===== src/rtl/irq_ctx_pkg.sv =====
package irq_ctx_pkg;

    localparam int          LVL_W     = 3;
    localparam logic [2:0]  LVL_NONE  = 3'd7;
    localparam int          S_BIT     = 5;
    localparam logic [2:0]  CTX_LAST  = 3'd5;
    localparam logic [23:0] VEC_TOP   = 24'hFFFFFC;

    typedef enum logic [2:0] {
        ST_IDLE,
        ST_PUSH,
        ST_VEC_PC,
        ST_VEC_BANK,
        ST_PEEK,
        ST_POP
    } seq_state_e;

    typedef struct packed {
        logic [31:0] acc;
        logic [7:0]  dpr;
        logic [7:0]  adb;
        logic [7:0]  dtb;
        logic [7:0]  pcb;
        logic [15:0] pc;
        logic [15:0] ps;
    } ctx_t;

    // Status word after acceptance: new level on top, stack flag forced on.
    function automatic logic [15:0] ps_enter(logic [15:0] ps, logic [2:0] lvl);
        logic [15:0] p;
        p        = {lvl, ps[12:0]};
        p[S_BIT] = 1'b1;
        return p;
    endfunction

    // Word written at push step idx (0 first).
    function automatic logic [15:0] push_word(ctx_t c, logic [2:0] idx);
        case (idx)
            3'd0:    return c.acc[31:16];
            3'd1:    return c.acc[15:0];
            3'd2:    return {c.dpr, c.adb};
            3'd3:    return {c.dtb, c.pcb};
            3'd4:    return c.pc;
            default: return c.ps;
        endcase
    endfunction

endpackage


===== src/rtl/irq_level_table.sv =====
module irq_level_table
    import irq_ctx_pkg::*;
#(
    parameter int NUM_VEC = 8,
    parameter int VEC_W   = 3,
    parameter int CNT_W   = 4
) (
    input  logic                     clk,
    input  logic                     rst,
    input  logic                     set_en,
    input  logic [VEC_W-1:0]         set_vec,
    input  logic [LVL_W-1:0]         set_lvl,
    input  logic                     clr_en,
    input  logic [VEC_W-1:0]         clr_vec,
    output logic [NUM_VEC*LVL_W-1:0] lvl_flat,
    output logic [NUM_VEC-1:0]       pend_mask,
    output logic [CNT_W-1:0]         pend_cnt
);

    localparam logic [VEC_W:0] NV = NUM_VEC[VEC_W:0];

    logic [LVL_W-1:0] lvl_q [NUM_VEC];
    logic             set_ok, clr_ok, set_eff;
    logic             inc_set, dec_set, dec_clr;
    logic [CNT_W-1:0] cnt_q;

    assign set_ok  = set_en && ({1'b0, set_vec} < NV);
    assign clr_ok  = clr_en && ({1'b0, clr_vec} < NV);
    // A clear aimed at the same vector overrides the set.
    assign set_eff = set_ok && !(clr_ok && (clr_vec == set_vec));

    genvar g;
    generate
        for (g = 0; g < NUM_VEC; g++) begin : g_vec
            always_ff @(posedge clk) begin
                if (rst)
                    lvl_q[g] <= LVL_NONE;
                else if (clr_ok && (clr_vec == VEC_W'(g)))
                    lvl_q[g] <= LVL_NONE;
                else if (set_eff && (set_vec == VEC_W'(g)))
                    lvl_q[g] <= set_lvl;
            end
            assign lvl_flat[g*LVL_W +: LVL_W] = lvl_q[g];
            assign pend_mask[g]               = (lvl_q[g] != LVL_NONE);
        end
    endgenerate

    always_comb begin
        inc_set = 1'b0;
        dec_set = 1'b0;
        dec_clr = 1'b0;
        if (set_eff) begin
            inc_set = (lvl_q[set_vec] == LVL_NONE) && (set_lvl != LVL_NONE);
            dec_set = (lvl_q[set_vec] != LVL_NONE) && (set_lvl == LVL_NONE);
        end
        if (clr_ok)
            dec_clr = (lvl_q[clr_vec] != LVL_NONE);
    end

    always_ff @(posedge clk) begin
        if (rst)
            cnt_q <= '0;
        else
            cnt_q <= cnt_q + CNT_W'(inc_set) - CNT_W'(dec_set) - CNT_W'(dec_clr);
    end

    assign pend_cnt = cnt_q;

endmodule


===== src/rtl/irq_pick.sv =====
module irq_pick
    import irq_ctx_pkg::*;
#(
    parameter int NUM_VEC = 8,
    parameter int VEC_W   = 3
) (
    input  logic [NUM_VEC*LVL_W-1:0] lvl_flat,
    input  logic [LVL_W-1:0]         threshold,
    output logic                     found,
    output logic [VEC_W-1:0]         win_vec,
    output logic [LVL_W-1:0]         win_lvl
);

    // Scan from the top so the lowest qualifying index is the last writer.
    always_comb begin
        found   = 1'b0;
        win_vec = '0;
        win_lvl = LVL_NONE;
        for (int i = NUM_VEC - 1; i >= 0; i--) begin
            if (lvl_flat[i*LVL_W +: LVL_W] < threshold) begin
                found   = 1'b1;
                win_vec = VEC_W'(i);
                win_lvl = lvl_flat[i*LVL_W +: LVL_W];
            end
        end
    end

endmodule


===== src/rtl/irq_stack_fsm.sv =====
module irq_stack_fsm
    import irq_ctx_pkg::*;
#(
    parameter int VEC_W = 3
) (
    input  logic             clk,
    input  logic             rst,
    input  logic             take_stb,
    input  logic             ret_stb,
    input  logic             found,
    input  logic [VEC_W-1:0] win_vec,
    input  logic [LVL_W-1:0] win_lvl,
    input  logic             pend_any,
    input  ctx_t             ctx_in,
    input  logic [15:0]      ssp_in,
    input  logic [7:0]       ssb_in,
    output logic             mem_req,
    output logic             mem_we,
    output logic [23:0]      mem_addr,
    output logic [15:0]      mem_wdata,
    input  logic [15:0]      mem_rdata,
    input  logic             mem_ready,
    output ctx_t             ctx_out,
    output logic [15:0]      ssp_out,
    output logic             peeking,
    output logic             busy,
    output logic             done
);

    seq_state_e       state_q;
    logic [2:0]       idx_q;
    ctx_t             ctx_q;
    logic [15:0]      ssp_q;
    logic [7:0]       ssb_q;
    logic [VEC_W-1:0] vec_q;
    logic [LVL_W-1:0] lvl_q;
    logic             done_q;
    logic [23:0]      vec_addr;

    assign vec_addr  = VEC_TOP - (24'(vec_q) << 2);
    assign mem_req   = (state_q != ST_IDLE);
    assign mem_we    = (state_q == ST_PUSH);
    assign mem_wdata = push_word(ctx_q, idx_q);
    assign peeking   = (state_q == ST_PEEK);
    assign busy      = (state_q != ST_IDLE);
    assign done      = done_q;
    assign ctx_out   = ctx_q;
    assign ssp_out   = ssp_q;

    always_comb begin
        case (state_q)
            ST_PUSH:     mem_addr = {ssb_q, ssp_q - 16'd2};
            ST_VEC_PC:   mem_addr = vec_addr;
            ST_VEC_BANK: mem_addr = vec_addr + 24'd2;
            default:     mem_addr = {ssb_q, ssp_q};
        endcase
    end

    always_ff @(posedge clk) begin
        if (rst) begin
            state_q <= ST_IDLE;
            idx_q   <= '0;
            ctx_q   <= '0;
            ssp_q   <= '0;
            ssb_q   <= '0;
            vec_q   <= '0;
            lvl_q   <= LVL_NONE;
            done_q  <= 1'b0;
        end else begin
            done_q <= 1'b0;
            case (state_q)
                ST_IDLE: begin
                    idx_q <= '0;
                    if (take_stb && found) begin
                        ctx_q   <= ctx_in;
                        ssp_q   <= ssp_in;
                        ssb_q   <= ssb_in;
                        vec_q   <= win_vec;
                        lvl_q   <= win_lvl;
                        state_q <= ST_PUSH;
                    end else if (ret_stb) begin
                        ctx_q   <= ctx_in;
                        ssp_q   <= ssp_in;
                        ssb_q   <= ssb_in;
                        state_q <= pend_any ? ST_PEEK : ST_POP;
                    end
                end
                ST_PUSH: if (mem_ready) begin
                    ssp_q <= ssp_q - 16'd2;
                    if (idx_q == CTX_LAST) begin
                        ctx_q.ps <= ps_enter(ctx_q.ps, lvl_q);
                        state_q  <= ST_VEC_PC;
                    end else begin
                        idx_q <= idx_q + 3'd1;
                    end
                end
                ST_VEC_PC: if (mem_ready) begin
                    ctx_q.pc <= mem_rdata;
                    state_q  <= ST_VEC_BANK;
                end
                ST_VEC_BANK: if (mem_ready) begin
                    ctx_q.pcb <= mem_rdata[7:0];
                    state_q   <= ST_IDLE;
                    done_q    <= 1'b1;
                end
                ST_PEEK: if (mem_ready) begin
                    if (found) begin
                        ctx_q.ps <= ps_enter(mem_rdata, win_lvl);
                        vec_q    <= win_vec;
                        state_q  <= ST_VEC_PC;
                    end else begin
                        idx_q   <= '0;
                        state_q <= ST_POP;
                    end
                end
                ST_POP: if (mem_ready) begin
                    ssp_q <= ssp_q + 16'd2;
                    case (idx_q)
                        3'd0:    ctx_q.ps          <= mem_rdata;
                        3'd1:    ctx_q.pc          <= mem_rdata;
                        3'd2:    {ctx_q.dtb, ctx_q.pcb} <= mem_rdata;
                        3'd3:    {ctx_q.dpr, ctx_q.adb} <= mem_rdata;
                        3'd4:    ctx_q.acc[15:0]   <= mem_rdata;
                        default: ctx_q.acc[31:16]  <= mem_rdata;
                    endcase
                    if (idx_q == CTX_LAST) begin
                        state_q <= ST_IDLE;
                        done_q  <= 1'b1;
                    end else begin
                        idx_q <= idx_q + 3'd1;
                    end
                end
                default: state_q <= ST_IDLE;
            endcase
        end
    end

endmodule


===== src/rtl/irq_ctx_seq.sv =====
module irq_ctx_seq
    import irq_ctx_pkg::*;
#(
    parameter  int NUM_VEC = 8,
    localparam int VEC_W   = (NUM_VEC > 1) ? $clog2(NUM_VEC) : 1,
    localparam int CNT_W   = $clog2(NUM_VEC + 1)
) (
    input  logic              clk,
    input  logic              rst,
    input  logic              set_en,
    input  logic [VEC_W-1:0]  set_vec,
    input  logic [2:0]        set_lvl,
    input  logic              clr_en,
    input  logic [VEC_W-1:0]  clr_vec,
    input  logic              take_stb,
    input  logic              ret_stb,
    input  logic [31:0]       acc_in,
    input  logic [7:0]        dpr_in,
    input  logic [7:0]        adb_in,
    input  logic [7:0]        dtb_in,
    input  logic [7:0]        pcb_in,
    input  logic [15:0]       pc_in,
    input  logic [15:0]       ps_in,
    input  logic [15:0]       ssp_in,
    input  logic [7:0]        ssb_in,
    output logic              mem_req,
    output logic              mem_we,
    output logic [23:0]       mem_addr,
    output logic [15:0]       mem_wdata,
    input  logic [15:0]       mem_rdata,
    input  logic              mem_ready,
    output logic [31:0]       acc_out,
    output logic [7:0]        dpr_out,
    output logic [7:0]        adb_out,
    output logic [7:0]        dtb_out,
    output logic [7:0]        pcb_out,
    output logic [15:0]       pc_out,
    output logic [15:0]       ps_out,
    output logic [15:0]       ssp_out,
    output logic              busy,
    output logic              seq_done,
    output logic [CNT_W-1:0]  pend_cnt
);

    logic [NUM_VEC*LVL_W-1:0] lvl_flat;
    logic [NUM_VEC-1:0]       pend_mask;
    logic [LVL_W-1:0]         threshold;
    logic                     found, peeking;
    logic [VEC_W-1:0]         win_vec;
    logic [LVL_W-1:0]         win_lvl;
    ctx_t                     ctx_live, ctx_cur;

    assign ctx_live = '{acc: acc_in, dpr: dpr_in, adb: adb_in, dtb: dtb_in,
                        pcb: pcb_in, pc: pc_in, ps: ps_in};

    // Entry compares against the live level, a chained return against the saved one.
    assign threshold = peeking ? mem_rdata[15:13] : ps_in[15:13];

    irq_level_table #(.NUM_VEC(NUM_VEC), .VEC_W(VEC_W), .CNT_W(CNT_W)) u_table (
        .clk       (clk),
        .rst       (rst),
        .set_en    (set_en),
        .set_vec   (set_vec),
        .set_lvl   (set_lvl),
        .clr_en    (clr_en),
        .clr_vec   (clr_vec),
        .lvl_flat  (lvl_flat),
        .pend_mask (pend_mask),
        .pend_cnt  (pend_cnt)
    );

    irq_pick #(.NUM_VEC(NUM_VEC), .VEC_W(VEC_W)) u_pick (
        .lvl_flat  (lvl_flat),
        .threshold (threshold),
        .found     (found),
        .win_vec   (win_vec),
        .win_lvl   (win_lvl)
    );

    irq_stack_fsm #(.VEC_W(VEC_W)) u_fsm (
        .clk       (clk),
        .rst       (rst),
        .take_stb  (take_stb),
        .ret_stb   (ret_stb),
        .found     (found),
        .win_vec   (win_vec),
        .win_lvl   (win_lvl),
        .pend_any  (|pend_mask),
        .ctx_in    (ctx_live),
        .ssp_in    (ssp_in),
        .ssb_in    (ssb_in),
        .mem_req   (mem_req),
        .mem_we    (mem_we),
        .mem_addr  (mem_addr),
        .mem_wdata (mem_wdata),
        .mem_rdata (mem_rdata),
        .mem_ready (mem_ready),
        .ctx_out   (ctx_cur),
        .ssp_out   (ssp_out),
        .peeking   (peeking),
        .busy      (busy),
        .done      (seq_done)
    );

    assign acc_out = ctx_cur.acc;
    assign dpr_out = ctx_cur.dpr;
    assign adb_out = ctx_cur.adb;
    assign dtb_out = ctx_cur.dtb;
    assign pcb_out = ctx_cur.pcb;
    assign pc_out  = ctx_cur.pc;
    assign ps_out  = ctx_cur.ps;

endmodule


===== config.mk =====
export PLATFORM = sky130hd
export DESIGN_NAME = irq_ctx_seq
export DESIGN_NICKNAME = d
export VERILOG_FILES = /design/src/rtl/irq_ctx_pkg.sv /design/src/rtl/irq_level_table.sv /design/src/rtl/irq_pick.sv /design/src/rtl/irq_stack_fsm.sv /design/src/rtl/irq_ctx_seq.sv
export SDC_FILE = /design/constraint.sdc
export NUM_CORES = 1
export LEC_CHECK = 0
export BUFFER_PORTS_ARGS = -buffer_cell sky130_fd_sc_hd__buf_2
export CAP_MARGIN = 10
export CORE_MARGIN = 10
export CORE_UTILIZATION = 45
export DETAILED_ROUTE_END_ITERATION = 7
export HOLD_SLACK_MARGIN = 0.1
export PLACE_DENSITY = 0.75
export SLEW_MARGIN = 20
export SYNTH_ARGS = -nofsm -noshare
export SYNTH_HDL_FRONTEND = slang
export SYNTH_SLANG_ARGS = --single-unit

===== constraint.sdc =====
create_clock -name clk -period 3.2 [get_ports clk]
set_input_delay 0.16 -clock clk [delete_from_list [all_inputs] [get_ports clk]]
set_output_delay 0.16 -clock clk [all_outputs]
set_load 0.005 [all_outputs]

# ---- Word level (Yosys, flattened, before mapping)
# Memory sizes are Yosys's and may differ from the RTL's.
# Index checks and enable logic that the tools add are counted.
dict set report op_classes {
  add_sub_neg 8
  magnitude_cmp 8
  eq_ne 57
  n_mux 155
  bitwise 17
  n_reduce_logical 53
}
# cell n
set ops {}
lappend ops {{96-bit two-way mux} 3}
lappend ops {{16-bit two-way mux} 15}
lappend ops {{3-bit two-way mux} 50}
lappend ops {{56-bit case mux with 2 select lines} 1}
lappend ops {{16-bit case mux with 3 select lines} 2}
lappend ops {{16-bit case mux with 5 select lines} 1}
lappend ops {{1-bit two-way mux} 73}
lappend ops {{24-bit case mux with 3 select lines} 1}
lappend ops {{16-bit case mux with 4 select lines} 1}
lappend ops {{3-bit == test (second input constant)} 14}
lappend ops {{3-bit != test (second input constant)} 11}
lappend ops {{24-bit by 2-bit adder with 24-bit output (second input constant)} 1}
lappend ops {{3-bit by 2-bit == test with 1-bit output (second input constant)} 8}
lappend ops {{3-bit less-than comparator} 8}
lappend ops {{8-bit two-way mux} 3}
lappend ops {{2-bit != test (second input constant)} 12}
lappend ops {{8-bit case mux with 3 select lines} 1}
lappend ops {{4-bit AND reduction} 6}
lappend ops {{1-bit logical AND} 21}
lappend ops {{3-bit case mux with 6 select lines} 1}
lappend ops {{3-bit nonzero test} 6}
lappend ops {{16-bit by 2-bit adder with 16-bit output (second input constant)} 1}
lappend ops {{1-bit OR} 16}
lappend ops {{8-bit AND reduction} 2}
lappend ops {{23 further kinds} 40}
dict set report word_totals {
  regBits 137
  ramBits 24
  input_bits 152
  output_inout_bits 160
  wordCells 316
  n_memories 1
}
# name words word_bits read_ports rd_ports_with_merged_regs wr line
set memory_table {}
lappend memory_table {u_table.lvl_q 8 3 10 0 8 irq_level_table.sv:22} ;# logic [LVL_W-1:0] lvl_q [NUM_VEC];

# ---- Longest topological paths before layout
dict set report logic_depth {
  word_depth 14
  depth_mapped 15
  mapped_depth_nobuf 12
}

# ---- By module
# From an unflattened synthesis, not the netlist that was laid out.
dict set report hier_totals {
  cells_unflattened 1232
  area_unflattened_um2 10090.9
}
# module instances cells_per_inst area_each_um2 seq_area_each_um2
set modules_own_cells {}
lappend modules_own_cells {irq_stack_fsm 1 981 7657.3 2662.6}
lappend modules_own_cells {irq_level_table 1 148 1647.8 800.8}
lappend modules_own_cells {irq_pick 1 97 735.7 0.0}
lappend modules_own_cells {irq_ctx_seq 1 6 50.0 0.0}

# ---- Worst setup path after synthesis
# Ideal clock, no wire load.
dict set report synth_timing {
  kind {register to register}
  start {reg u_fsm.state_q[2]}
  end {reg u_fsm.ssp_q[15], in the netlist u_fsm.ssp_out[15]}
  setup_time_ns 0.103
  arrival_time_ns 3.060
  required_time_ns 3.097
  path_slack_ns 0.036
  stages_incl_launch_ff 15
  path_buffers 5
  synth_period_minus_slack_ns 3.164
  cell_sequence {dfxtp_1 -> buf_4 -> nor3b_2 -> buf_4 -> mux2i_2 -> buf_4 -> buf_6 -> nand2_1 -> a32oi_1 -> nand2b_4 -> nor4_4 -> o21a_1 -> buf_4 -> a2111oi_1 -> a2111oi_2}
}
dict set report synth_between {
  elab_chain_len 14
  word_cells_on_any_way 29
  classes_between {order compare: 8; eq/ne: 6; mux: 11; reduce/logical: 4}
}
# element line
set synth_lines {}
lappend synth_lines {{from (decl)} irq_stack_fsm.sv:30} ;# seq_state_e state_q;
lappend synth_lines {{from (signal assigned)} irq_stack_fsm.sv:85} ;# state_q <= pend_any ? ST_PEEK : ST_POP;
lappend synth_lines {{3-bit == test} irq_stack_fsm.sv:44} ;# assign peeking = (state_q == ST_PEEK);
lappend synth_lines {{3-bit two-way mux} irq_ctx_seq.sv:57} ;# assign threshold = peeking ? mem_rdata[15:13] : ps_in[15:13];
lappend synth_lines {{3-bit less-than comparator} irq_pick.sv:20} ;# if (lvl_flat[i*LVL_W +: LVL_W] < threshold) begin
lappend synth_lines {{1-bit two-way mux (8 in series)} irq_pick.sv:20}
lappend synth_lines {{1-bit logical AND} irq_stack_fsm.sv:74} ;# if (take_stb && found) begin
lappend synth_lines {{3-bit by 2-bit != test with 1-bit output (no line) / 16-bit two-way mux (equally long branches)} -}
lappend synth_lines {{4-bit AND reduction (no line) / 16-bit case mux with 3 select lines (equally long branches)} -}
lappend synth_lines {{to (signal assigned)} irq_stack_fsm.sv:76} ;# ssp_q <= ssp_in;
lappend synth_lines {{to (signal assigned)} irq_stack_fsm.sv:83} ;# ssp_q <= ssp_in;
lappend synth_lines {{to (signal assigned)} irq_stack_fsm.sv:89} ;# ssp_q <= ssp_q - 16'd2;
lappend synth_lines {{to (decl)} irq_stack_fsm.sv:33} ;# logic [15:0] ssp_q;
# Several ways; a longest one is shown, not always the timed one.
# A chain may end at the register's enable or synchronous reset.

# ---- Worst setup path after layout
dict set report layout_timing {
  start {reg u_fsm.state_q[0]}
  end {reg u_fsm.ctx_q (netlist bit u_fsm.ctx_out[79])}
}
dict set report layout_between {
  elab_chain_len 14
  word_cells_on_any_way 28
  classes_between {order compare: 8; eq/ne: 5; mux: 11; reduce/logical: 4}
}
# element line
set layout_lines {}
lappend layout_lines {{3-bit == test} irq_stack_fsm.sv:44}
lappend layout_lines {{3-bit two-way mux} irq_ctx_seq.sv:57}
lappend layout_lines {{3-bit less-than comparator} irq_pick.sv:20}
lappend layout_lines {{1-bit two-way mux (8 in series)} irq_pick.sv:20}
lappend layout_lines {{1-bit logical AND} irq_stack_fsm.sv:74}
lappend layout_lines {{3-bit by 2-bit != test with 1-bit output (no line) / 96-bit two-way mux (equally long branches)} -}
lappend layout_lines {{4-bit AND reduction (no line) / 56-bit case mux with 2 select lines (equally long branches)} -}
lappend layout_lines {{to (signal assigned)} irq_stack_fsm.sv:75} ;# ctx_q <= ctx_in;
lappend layout_lines {{to (signal assigned)} irq_stack_fsm.sv:82} ;# ctx_q <= ctx_in;
lappend layout_lines {{to (decl)} irq_stack_fsm.sv:32} ;# ctx_t ctx_q;
# Several ways; a longest one is shown, not always the timed one.

==> impl_metrics.json <==
{
  "vdd_ir_drop_max_uv": 443,
  "violations": "max-capacitance violations, max-slew violations, negative setup slack",
  "layout.cells.most_common_list": "310 x sky130_fd_sc_hd__buf_2, 133 x sky130_fd_sc_hd__dfxtp_1, 126 x sky130_fd_sc_hd__nor2_1, 106 x sky130_fd_sc_hd__a21oi_1, 106 x sky130_fd_sc_hd__dlygate4sd3_1",
  "hp-class": "in2reg",
  "globalRouteTotalUtil": 0.296,
  "hpwlAfterDp_um": 31600,
  "finClkSkew_ps": 14.6,
  "drc": 0,
  "synthToLayoutAreaGrowth_pct": 49.3,
  "r2r_setup_slack_ps": -80,
  "power_switching_w": 0.00656,
  "critical_path_arrival_ps": 3540,
  "number_of_cells_on_the_worst_hold_path": 3,
  "tritoncts": "yes",
  "clock-root-buffer": "sky130_fd_sc_hd__clkbuf_16",
  "post_route_cells_drive_above_1_share": 0.358,
  "highest_layer": "met5",
  "dp_slack_ps": -179,
  "routabilityCongestion": 0.936,
  "synthCells": 1254,
  "antenna_violations_before_repair": 5,
  "num-fill-cells": 1637,
  "commonest_non_fill_non_tap_cell_in_the_layout": "sky130_fd_sc_hd__buf_2",
  "met3_wirelength_um": 5810,
  "max_cap_violations": 1,
  "r2r-end": "u_fsm.ctx_out[79]",
  "yosys_most_used_dff": "sky130_fd_sc_hd__dfxtp_1",
  "clk_latency_ps": 450,
  "floorplan.die.width_um": 170,
  "ant_nets": 0,
  "cts_max_path_buffers": 2,
  "effective_utilization_at_floorplan": 0.461,
  "h-tree-depth": 4,
  "switching_share": 0.465,
  "timing.critical_path.fanout_max": 9,
  "max_freq_mhz": 305,
  "numPlacedInstances": 1828,
  "synth-edff-count": 24,
  "cp.required_ps": 3460,
  "critical_path.endpoint_type": "flop",
  "port_buffers": 311,
  "p_seq_frac": 0.257,
  "drtIter0Drc": 2066,
  "rows": 54,
  "m1WireLength_um": 17700,
  "hold_violations": 0,
  "post_synthesis_instance_area_sq_um": 10100,
  "cts.reportedPaths.clkPinSlew_ps": 80,
  "synth_fp_nets": 1418,
  "num_io_pins": 312,
  "outcome": "finished, violations left",
  "vias_in_the_first_global_route": 11937,
  "worst_slack_ps": -79.8,
  "critical_r2r_launch": "u_fsm.state_q[0]",
  "wl_met2_um": 22100,
  "route.detailed.vias_per_inst": 6.43,
  "hold_start": "mem_rdata[0]",
  "cts.sink_count": 161,
  "critPathTopFamily": "buffers and inverters",
  "timing_worst_setup_path_type": "reg2reg",
  "ys_ff_latch": 161,
  "finalPower_w": 0.0141,
  "timing.final.crit_period_ps": 3280,
  "fin_cells": 2005,
  "crit_path_max_incr_delay_ps": 450,
  "synth_top_area_share": 0.271,
  "r2r.worst_path.cells": 14,
  "synth.lib_cells_used.distinct": 89,
  "grt_pass1_wl_um": 68300,
  "worst_hold_path.endpoint": "u_fsm.ctx_out[16]",
  "logic_depth_of_the_worst_setup_path_including_buffers": 14,
  "cellInternalPower_w": 0.00756,
  "synth_area_leaders": "sky130_fd_sc_hd__dfxtp_1 27%, sky130_fd_sc_hd__a211oi_1 7.1%, sky130_fd_sc_hd__edfxtp_1 7.1%, sky130_fd_sc_hd__nor2_1 6.5%, sky130_fd_sc_hd__a21oi_1 5.4%",
  "timing.max_slew.rel_slack": -0.0150,
  "worst_pin_slew_ps": 1510,
  "synthDominantAreaCellType": "sky130_fd_sc_hd__dfxtp_1",
  "yosysSeqAreaShare": 0.342,
  "largest_net_degree_at_the_start_of_global_routing": 97,
  "die_height_um": 170,
  "post_synth.cell_area_avg_sq_um": 8.08,
  "setup-tns-final_ps": -925,
  "timing.critical_path.cells": "nor3b_4, buf_6, buf_12, mux2i_1, a32oi_4, o31ai_4, o211ai_4, nor4_4, buf_4, buf_8, o21ai_4, clkbuf_16, nor2_2, a211oi_1",
  "detail_route.wl_per_cell_um": 24.3,
  "cts-buffers-inserted": 17,
  "nets": 1872,
  "unrepaired_setup_endpoints_after_global_routing": "true",
  "globalRoute.totalOverflow": 0,
  "p_leak_nw": 6.55,
  "p_comb_frac": 0.587,
  "core_area_sq_um": 22000,
  "floorplan.die_area_sq_um": 28900,
  "finalWirelength_um": 48700,
  "slew_violations": 10,
  "vias": 12884,
  "async_flop_share": 0,
  "drtPass1Iterations": 7,
  "worstPathBufferInverterCount": 5,
  "synth_warnings": 0,
  "start_kind": "flop",
  "cellPowerDensity_nw_per_um2": 933,
  "clock_power_share": 0.156,
  "post_route_fraction_of_the_period_consumed_by_the_critical_path": 1.02,
  "cp_slowest_cell": "sky130_fd_sc_hd__mux2i_1",
  "setup_violations": 39
}
[state kept, by name (all words and copies together) (netlist names)]
signal / count
u_fsm.state_q: 3
u_table.lvl_q: 24
u_fsm.idx_q: 3
u_table.pend_cnt: 4
u_fsm.ssb_q: 8
u_fsm.ssp_out: 16
u_fsm.vec_q: 3
u_fsm.lvl_q: 3
u_fsm.ctx_out: 96
u_fsm.done: 1
[repair_timing]
| item | in CTS | in global routing |
|---|---|---|
| resized for setup | 10 | 133 |
| gates cloned | 1 | 13 |
| hold buffers | 105 | 1 |
| endpoints found under the hold margin | 96 | 1 |
| pin swaps | 4 | 21 |
| setup endpoints to repair | 17 | 137 |
| buffers inserted | 2 | 19 |
[Yosys cell counts, types with 9 or more instances]
cell type / count
sky130_fd_sc_hd__clkbuf_1: 97
sky130_fd_sc_hd__mux2i_1: 45
sky130_fd_sc_hd__edfxtp_1: 24
sky130_fd_sc_hd__a31oi_1: 10
sky130_fd_sc_hd__dfxtp_1: 137
sky130_fd_sc_hd__nand2_1: 60
sky130_fd_sc_hd__a221oi_1: 10
sky130_fd_sc_hd__xnor2_1: 10
sky130_fd_sc_hd__and3_1: 22
sky130_fd_sc_hd__nor2_1: 175
sky130_fd_sc_hd__inv_1: 35
sky130_fd_sc_hd__o21a_1: 18
sky130_fd_sc_hd__nand2b_1: 35
sky130_fd_sc_hd__a211oi_1: 96
sky130_fd_sc_hd__a222oi_1: 17
sky130_fd_sc_hd__ha_1: 10
sky130_fd_sc_hd__o22ai_1: 10
sky130_fd_sc_hd__nand3_1: 27
sky130_fd_sc_hd__o221ai_1: 9
sky130_fd_sc_hd__nor2b_1: 18
sky130_fd_sc_hd__a21oi_1: 110
sky130_fd_sc_hd__nor3_1: 28
sky130_fd_sc_hd__o21ai_0: 35
sky130_fd_sc_hd__a22oi_1: 32
sky130_fd_sc_hd__o211ai_1: 24
[worst register-to-register path: stages, from the launching register on]
cell and delay, ps:
sky130_fd_sc_hd__dfxtp_2 340, sky130_fd_sc_hd__nor3b_4 230, sky130_fd_sc_hd__buf_6 190, sky130_fd_sc_hd__buf_12 140, sky130_fd_sc_hd__mux2i_1 460, sky130_fd_sc_hd__a32oi_4 130, sky130_fd_sc_hd__o31ai_4 240, sky130_fd_sc_hd__o211ai_4 170
sky130_fd_sc_hd__nor4_4 340, sky130_fd_sc_hd__buf_4 180, sky130_fd_sc_hd__buf_8 130, sky130_fd_sc_hd__o21ai_4 110, sky130_fd_sc_hd__clkbuf_16 270, sky130_fd_sc_hd__nor2_2 120, sky130_fd_sc_hd__a211oi_1 80
[metrics by stage]
step                      utilization  hold WS (ps)  instance area [sq um]
after floorplan                     -           307                  10100
after global placement          0.566           394                  12400
after detailed placement        0.566           401                  12400
after CTS                       0.646           101                  14200
after global routing            0.689           117                  15100
final                           0.689           108                  15100
[area by class of cell]
| cell class | count | area [sq um] | share of cell area |
|---|---|---|---|
| antenna | 4 | 10.0 | 0.000662 |
| multi-input combinational | 944 | 6670 | 0.441 |
| inverter | 38 | 143 | 0.00943 |
| tap | 280 | 350 | 0.0232 |
| sequential | 161 | 3470 | 0.229 |
| clock buffer | 17 | 425 | 0.0281 |
| clock inverter | 15 | 208 | 0.0137 |
| timing repair buffer | 546 | 3850 | 0.255 |
[how the worst max path moves through the flow]
stage / from / to
finish: u_fsm.state_q[0] / u_fsm.ctx_out[79]
global placement: u_fsm.state_q[0] / u_fsm.ctx_out[6]
global route: u_fsm.state_q[0] / u_fsm.ctx_out[23]
CTS: u_fsm.state_q[1] / u_fsm.ctx_out[14]
floorplan: u_fsm.state_q[2] / u_fsm.ssp_out[15]
detailed placement: u_fsm.state_q[0] / u_fsm.ctx_out[0]
[layer usage]
layer / track usage / up-vias
met3: 0.0648 / 224
met5: 0 / -
li1: - / 5635
met2: 0.486 / 1070
met4: 0.148 / 2
met1: 0.358 / 5953
[power groups by stage]
| stage | Clock (W) | Sequential, W | Combinational [W] |
|---|---|---|---|
| finish | 0.00220 | 0.00362 | 0.00829 |
| global route | 0.00229 | 0.00370 | 0.00878 |
| CTS | 0.00222 | 0.00348 | 0.00687 |
| detailed placement | 0 | 0.00351 | 0.00660 |
| global placement | 0 | 0.00349 | 0.00649 |
| floorplan | 0 | 0.00331 | 0.00389 |
[logic make-up after synthesis]
group	count (synthesis)	synth area share
compound gates	439	0.303
xor+xnor	13	0.0112
fa+ha+maj	15	0.0193
buf+inv	151	0.0600
flops	161	0.342
mux	53	0.0584
simple gates	422	0.206
Note: power is estimated with default switching activity, not from simulation.
